**src/rtl/chain_seq_pkg.sv**
```systemverilog
package chain_seq_pkg;
  typedef enum logic [2:0] {
    ST_IDLE,
    ST_FETCH,
    ST_BURST,
    ST_WAIT,
    ST_FINISH
  } seq_state_t;

  localparam logic [2:0] TAG_ID_CNTS = 3'd0;
  localparam logic [2:0] TAG_ID_CNT  = 3'd1;
  localparam logic [2:0] TAG_ID_END  = 3'd7;
endpackage

```
**src/rtl/cst_tag_decode.sv**
```systemverilog
module cst_tag_decode
  import chain_seq_pkg::*;
#(
  parameter int ADDR_W = 32,
  parameter int QWC_W  = 16
) (
  input  logic [63:0]       tag_i,
  input  logic              irq_en_i,
  output logic [QWC_W-1:0]  qwc_o,
  output logic [ADDR_W-1:0] dst_o,
  output logic              last_o,
  output logic              stall_tag_o,
  output logic [ADDR_W-1:0] stall_addr_o
);
  localparam int PAD_W = ADDR_W - QWC_W - 4;

  logic [2:0] id;
  logic       irq_flag;
  logic       keeps_going;

  always_comb begin
    id           = tag_i[30:28];
    irq_flag     = tag_i[31];
    qwc_o        = tag_i[QWC_W-1:0];
    dst_o        = tag_i[32 +: ADDR_W];
    keeps_going  = (id == TAG_ID_CNT) || (id == TAG_ID_CNTS);
    last_o       = !keeps_going || (irq_en_i && irq_flag);
    stall_tag_o  = (id == TAG_ID_CNTS);
    stall_addr_o = dst_o + {{PAD_W{1'b0}}, qwc_o, 4'b0000};
  end
endmodule

```
**src/rtl/cst_gap_timer.sv**
```systemverilog
module cst_gap_timer #(
  parameter int GAP = 4
) (
  input  logic clk,
  input  logic rst_n,
  input  logic arm_i,
  output logic expire_o
);
  localparam int CNT_W = (GAP > 1) ? $clog2(GAP) : 1;
  localparam logic [CNT_W-1:0] LAST = CNT_W'(GAP - 1);

  logic             active_q, active_d;
  logic [CNT_W-1:0] cnt_q, cnt_d;

  always_comb begin
    active_d = active_q;
    cnt_d    = cnt_q;
    if (arm_i) begin
      active_d = 1'b1;
      cnt_d    = '0;
    end else if (active_q) begin
      if (cnt_q == LAST) active_d = 1'b0;
      else               cnt_d    = cnt_q + 1'b1;
    end
  end

  always_ff @(posedge clk or negedge rst_n) begin
    if (!rst_n) begin
      active_q <= 1'b0;
      cnt_q    <= '0;
    end else begin
      active_q <= active_d;
      cnt_q    <= cnt_d;
    end
  end

  assign expire_o = active_q && (cnt_q == LAST);

  p_expire_single_r7: assert property (@(posedge clk) disable iff (!rst_n)
    (expire_o && !arm_i) |=> !expire_o);
endmodule

```
**src/rtl/chain_tag_seq.sv**
```systemverilog
module chain_tag_seq
  import chain_seq_pkg::*;
#(
  parameter int ADDR_W    = 32,
  parameter int QWC_W     = 16,
  parameter int FETCH_GAP = 4
) (
  input  logic              clk,
  input  logic              rst_n,
  input  logic              start_i,
  input  logic              chain_mode_i,
  input  logic              tag_irq_en_i,
  input  logic              stall_src_i,
  input  logic [QWC_W-1:0]  qwc_init_i,
  input  logic [ADDR_W-1:0] src_init_i,
  input  logic [ADDR_W-1:0] dst_init_i,
  output logic              tag_req_o,
  output logic [ADDR_W-1:0] tag_addr_o,
  input  logic              tag_ack_i,
  input  logic [63:0]       tag_data_i,
  output logic              burst_req_o,
  output logic [ADDR_W-1:0] burst_dst_o,
  output logic [QWC_W-1:0]  burst_qwc_o,
  input  logic              burst_done_i,
  input  logic              consumer_busy_i,
  output logic              run_o,
  output logic              irq_o,
  output logic [ADDR_W-1:0] stall_addr_o
);
  localparam int PAD_W = ADDR_W - QWC_W - 4;
  localparam logic [ADDR_W-1:0] TAG_BYTES = ADDR_W'(16);

  seq_state_t        state_q, state_d;
  logic [ADDR_W-1:0] src_q, src_d, dst_q, dst_d, stall_q, stall_d;
  logic [QWC_W-1:0]  qwc_q, qwc_d;
  logic              last_q, last_d, run_q, run_d, irq_q, irq_d;
  logic              arm_gap, gap_expire;

  logic [QWC_W-1:0]  dec_qwc;
  logic [ADDR_W-1:0] dec_dst, dec_stall;
  logic              dec_last, dec_stall_tag;
  logic [ADDR_W-1:0] burst_bytes;

  cst_tag_decode #(.ADDR_W(ADDR_W), .QWC_W(QWC_W)) u_decode (
    .tag_i        (tag_data_i),
    .irq_en_i     (tag_irq_en_i),
    .qwc_o        (dec_qwc),
    .dst_o        (dec_dst),
    .last_o       (dec_last),
    .stall_tag_o  (dec_stall_tag),
    .stall_addr_o (dec_stall)
  );

  cst_gap_timer #(.GAP(FETCH_GAP)) u_gap (
    .clk      (clk),
    .rst_n    (rst_n),
    .arm_i    (arm_gap),
    .expire_o (gap_expire)
  );

  assign burst_bytes = {{PAD_W{1'b0}}, qwc_q, 4'b0000};

  always_comb begin
    state_d = state_q;
    src_d   = src_q;
    dst_d   = dst_q;
    qwc_d   = qwc_q;
    last_d  = last_q;
    run_d   = run_q;
    stall_d = stall_q;
    irq_d   = 1'b0;
    arm_gap = 1'b0;
    unique case (state_q)
      ST_IDLE: begin
        if (start_i) begin
          run_d  = 1'b1;
          src_d  = src_init_i;
          dst_d  = dst_init_i;
          qwc_d  = qwc_init_i;
          last_d = !(chain_mode_i && (qwc_init_i == '0));
          if (chain_mode_i && (qwc_init_i == '0)) state_d = ST_FETCH;
          else if (qwc_init_i != '0)               state_d = ST_BURST;
          else                                     state_d = ST_FINISH;
        end
      end
      ST_FETCH: begin
        if (tag_ack_i) begin
          src_d  = src_q + TAG_BYTES;
          qwc_d  = dec_qwc;
          dst_d  = dec_dst;
          last_d = dec_last;
          if (dec_stall_tag && stall_src_i) stall_d = dec_stall;
          if (dec_qwc != '0)  state_d = ST_BURST;
          else if (dec_last)  state_d = ST_FINISH;
          else begin
            state_d = ST_WAIT;
            arm_gap = 1'b1;
          end
        end
      end
      ST_BURST: begin
        if (burst_done_i) begin
          src_d = src_q + burst_bytes;
          dst_d = dst_q + burst_bytes;
          qwc_d = '0;
          if (last_q) state_d = ST_FINISH;
          else begin
            state_d = ST_WAIT;
            arm_gap = 1'b1;
          end
        end
      end
      ST_WAIT: begin
        if (gap_expire) state_d = ST_FETCH;
      end
      ST_FINISH: begin
        if (!consumer_busy_i) begin
          run_d   = 1'b0;
          irq_d   = 1'b1;
          state_d = ST_IDLE;
        end
      end
      default: state_d = ST_IDLE;
    endcase
  end

  always_ff @(posedge clk or negedge rst_n) begin
    if (!rst_n) begin
      state_q <= ST_IDLE;
      src_q   <= '0;
      dst_q   <= '0;
      qwc_q   <= '0;
      last_q  <= 1'b0;
      run_q   <= 1'b0;
      irq_q   <= 1'b0;
      stall_q <= '0;
    end else begin
      state_q <= state_d;
      src_q   <= src_d;
      dst_q   <= dst_d;
      qwc_q   <= qwc_d;
      last_q  <= last_d;
      run_q   <= run_d;
      irq_q   <= irq_d;
      stall_q <= stall_d;
    end
  end

  assign tag_req_o    = (state_q == ST_FETCH);
  assign tag_addr_o   = src_q;
  assign burst_req_o  = (state_q == ST_BURST);
  assign burst_dst_o  = dst_q;
  assign burst_qwc_o  = qwc_q;
  assign run_o        = run_q;
  assign irq_o        = irq_q;
  assign stall_addr_o = stall_q;

  p_req_exclusive_r3: assert property (@(posedge clk) disable iff (!rst_n)
    !(tag_req_o && burst_req_o));

  p_tag_to_burst_r3: assert property (@(posedge clk) disable iff (!rst_n)
    (tag_req_o && tag_ack_i && (tag_data_i[QWC_W-1:0] != '0)) |=>
      (burst_req_o && (burst_qwc_o == $past(tag_data_i[QWC_W-1:0]))));

  p_irq_pulse_r8: assert property (@(posedge clk) disable iff (!rst_n)
    irq_o |=> !irq_o);

  p_irq_after_run_r8: assert property (@(posedge clk) disable iff (!rst_n)
    $rose(irq_o) |-> (!run_o && $past(run_o)));

  p_hold_busy_r8: assert property (@(posedge clk) disable iff (!rst_n)
    ((state_q == ST_FINISH) && consumer_busy_i) |=> (run_o && !irq_o));

  p_idle_quiet_r11: assert property (@(posedge clk) disable iff (!rst_n)
    !run_o |-> (!tag_req_o && !burst_req_o));
endmodule

```
**config.mk**
```make
export PLATFORM = sky130hd
export DESIGN_NAME = chain_tag_seq
export DESIGN_NICKNAME = d
export VERILOG_FILES = /design/src/rtl/chain_seq_pkg.sv /design/src/rtl/cst_tag_decode.sv /design/src/rtl/cst_gap_timer.sv /design/src/rtl/chain_tag_seq.sv
export SDC_FILE = /design/constraint.sdc
export NUM_CORES = 1
export LEC_CHECK = 0
export CAP_MARGIN = 20
export CORE_MARGIN = 8
export CORE_UTILIZATION = 52
export CTS_CLUSTER_SIZE = 20
export DETAILED_ROUTE_END_ITERATION = 6
export PLACE_DENSITY_LB_ADDON = 0.2
export SLEW_MARGIN = 20
export SYNTH_ARGS = -nofsm -noshare
export SYNTH_HDL_FRONTEND = slang
export SYNTH_SLANG_ARGS = --single-unit
```
**constraint.sdc**
```tcl
create_clock -name clk -period 7.45 [get_ports clk]
set_input_delay 1.8625 -clock clk [delete_from_list [all_inputs] [get_ports clk]]
set_output_delay 1.8625 -clock clk [all_outputs]
set_load 0.05 [all_outputs]
```
==> impl_results.md <==
- Sw Share: 52.61%
- Clock buffer depth: 2
- WL met2: 14200 µm
- # resized after CTS: 0
- Initial Util: between 50% and 60%
- Initial antenna violation count: 0
- Largest stage delay on the critical path: between 800 and 900 ps
- Slew Limit Fails: 0
- Period Utilization, post-route: a little under 70%
- Die W: 144.5 µm
- Sequential fraction of the synthesis area: approximately a third
- Syn avg cell area: about 8.5 µm²
- Critical Path AT: between 3000 and 4000 ps
- Max transition margin: a little under a third
- CTS Sinks: about 120
- Min Tclk post-route: slightly above 5000 ps
- Critical Path RT: about 5600 ps
- Final wirelength: 29050 µm
- F_max: a little under 0.2 GHz
- Hold buffers post-CTS: 0
- Post-route DRC: 6
- Max Cap Viol: 0
- Crit path max-delay family: buffers and inverters
- Status: complete, but fails checks
- Critical path class: flip-flop to primary output
- Post-layout util: between 70 and 80%
- DRT met1 WL: ~11000 µm
- Ys Warns: 0
- Clk pwr share: approximately 13%
- Mapped cell area: 0.008582 mm²
- Switching power: 3.384 mW
- FF+latch count, synth: ~120
- DR iter-0 viols: 670
- Most common cell on crit path: inv_1
- Crit end category: primary output
- Clock Latency Late Sink: 420 ps
- Worst path cell trace: inv_1 -> or3_1 -> inv_1 -> clkdlybuf4s50_1
- CP Max Fanout: 25
- Ant diodes: 0
- First-pass detailed-route iteration total: 7
- Synth unique cells: slightly above 80
- # setup viols final: 0
- FF/Latch Area: ~0.0030 mm²
- CTS H-tree depth: 4
- I/O pins: roughly 270
- Layout Cell Area excl Fill: 0.01185 mm²
- Gate Count Post-Synth: 1005
- DP Wirelength: between 20000 and 25000 µm
- Worst path slowest cell: clkdlybuf4s50_1
- Clk pin slew, worst setup/hold paths: around 50 ps
- Combinational share of power: about two thirds
- Core area: 0.01635 mm²
- Power Dens Cells: between 500 and 600 mW/mm²
- Vias: 8879
- Post-CTS Setup Repair Bufs: 0
- RSZ-0062 raised after global routing: false
- Multi-input gate area: 0.005241 mm²
- Routed WL per cell: around 20 µm
- Final hold vios: 0
- Number of synthesized flops with an enable pin: 0
- Hold WC Path Type: flip-flop to flip-flop
- Failing checks: DRC
- CP bufs+invs: 3
- Root buf cell: clkbuf_16
- Cell Rows: 47
- Tot GR Track Use: 27.98%
- Fraction of layout instances using a drive strength above 1: under 10%
- Synth Flop Type: dfrtp_1
- Number of global-route vias before repair: roughly 8.7k
- Syn-to-layout area delta: 38.13%
- CTS Buf Count: 17
- Clk_skew: 6.673 ps
- Largest net degree at the start of global routing: 74
- Top sig layer: met4
- Met3 routed WL: between 2000 and 2500 µm
- Via density: around 6.1
- Port-buffer cells: approximately 260
- Total of fill cells in the finished design: roughly 1.3k
- Slew at the pin closest to its max-slew limit: a little over 1000 ps
- GP Congestion: 0.9055
- Cell Area, Placed: roughly 0.011 mm²
- Seq pwr share: 19.5%
- Gr ovfl total: 0
- CTS tree: done
- Setup TNS: 0 ps
- Critical Path Source Type: flip-flop
- Die Y: about 140 µm
- Post-Syn Nets: about 1.2k
- First-pass GRT wire length: around 45000 µm
- # nets final: ~1.4k
- Post-synthesis async set-or-reset flop share: 100.0%
- DIE AREA: about 0.021 mm²
- VDD IR max: about 0.00034 V
- Pint: between 3 and 4 mW
- Antenna Nets Post-Route: 0
- Lkg Pwr: 4.968 nW
-- metrics by stage --
step | power [mW] | worst slack, ps | cells | hold slack (ps)
after CTS | 6.440 | 2413 | 1464 | 475.6
final | 6.433 | 2414 | 1465 | 468.8
after detailed placement | 5.611 | 2331 | 1432 | 461.5
after global placement | 5.522 | 2468 | 1432 | 456.4
after floorplan | 4.327 | 3538 | 1005 | 476.0
after global routing | 6.862 | 2224 | 1465 | 505.5
-- sequential cells by signal, indices dropped and copies added, names as in the netlist --
register        flops
state_q             3
irq_o               1
burst_qwc_o        16
last_q              1
stall_addr_o       32
burst_dst_o        32
run_o               1
u_gap.active_q      1
tag_addr_o         32
u_gap.cnt_q         2
-- tightest hold or removal path, stage by stage, from the launching register on --
cell and delay (ps):
dfrtp_1 340, nand2_1 50, nand2_1 50
-- cells in the mapped netlist (8+ instances only) --
cell	number	share of area [%]
a211oi_1	9	0.79
a21o_1	18	1.6
a21oi_1	88	5.1
a221oi_1	28	2.9
a222oi_1	11	1.3
a31oi_1	19	1.4
and2_1	22	1.6
and3_1	14	1.0
buf_2	8	0.47
clkbuf_1	45	2.0
dfrtp_1	121	35
ha_1	49	7.1
inv_1	26	1.1
nand2_1	111	4.9
nand2b_1	11	0.80
nand3_1	22	1.3
nand4_1	9	0.66
nor2_1	95	4.2
nor2b_1	9	0.66
nor4_1	15	1.1
o21a_1	11	0.96
o21ai_0	77	4.5
o21ai_1	9	0.52
xnor2_1	31	3.2
xor2_1	15	1.5
-- cell type report --
class | count | share of cell area, %
multi-input cells | 801 | 44.22
flip-flops and latches | 121 | 25.54
repair buffers | 265 | 22.33
clock buffers | 22 | 3.916
well taps | 220 | 2.322
clock inverters | 10 | 0.8444
inverters | 26 | 0.8233
-- cells in the final DEF, fill, tap and decap left out, drive strengths merged, types with 10 or more instances in the layout --
master	count
nand3	22
buf	10
clkbuf	22
a221oi	28
nand2	112
inv	26
a222oi	11
xnor2	31
clkdlybuf4s50	255
nand2b	11
o21a	11
a211oi	11
nor4	18
ha	49
and3	17
a21oi	89
and2	22
o21ai	88
a31oi	21
nor2	95
a21o	18
xor2	15
dfrtp	121
-- final timing paths --
path / startpoint / end / slack, ps / cells past startpoint
min in group asynchronous: rst_n / stall_addr_o[21]$_DFFE_PN0P_ / 1370 / 1
worst max-delay path: state_q[1]$_DFFE_PN0P_ / burst_req_o / 2410 / 4
worst min-delay path: tag_addr_o[3]$_DFFE_PN0P_ / tag_addr_o[3]$_DFFE_PN0P_ / 470 / 2
max in group asynchronous: rst_n / burst_qwc_o[8]$_DFFE_PN0P_ / 4770 / 3
worst max register to register: state_q[1]$_DFFE_PN0P_ / tag_addr_o[26]$_DFFE_PN0P_ / 2670 / 16
worst min register to register: tag_addr_o[3]$_DFFE_PN0P_ / tag_addr_o[3]$_DFFE_PN0P_ / 470 / 2
-- power by group through the flow --
| stage | Sequential (mW) | Combinational [mW] | Clock, mW |
|---|---|---|---|
| after floorplan | 2.07 | 2.26 | 0 |
| after global placement | 1.26 | 4.27 | 0 |
| after detailed placement | 1.27 | 4.34 | 0 |
| after CTS | 1.26 | 4.37 | 0.815 |
| after global routing | 1.30 | 4.71 | 0.843 |
| final | 1.26 | 4.37 | 0.802 |
-- per-layer routing --
| layer | up-vias | global-route usage (%) |
|---|---|---|
| li1 | 4190 | - |
| met1 | 4249 | 34.05 |
| met2 | 375 | 47.20 |
| met3 | 65 | 6.075 |
| met4 | 0 | 11.28 |
| met5 | - | 0 |
-- cell families after synthesis --
logic type / share of synthesized area [%]
mux: 0.8893
flops: 35.28
buf+inv: 3.791
fa+ha+maj: 7.844
compound gates: 27.39
xor+xnor: 4.695
simple gates: 20.11
No activity file was read; power rests on OpenSTA's default activity.
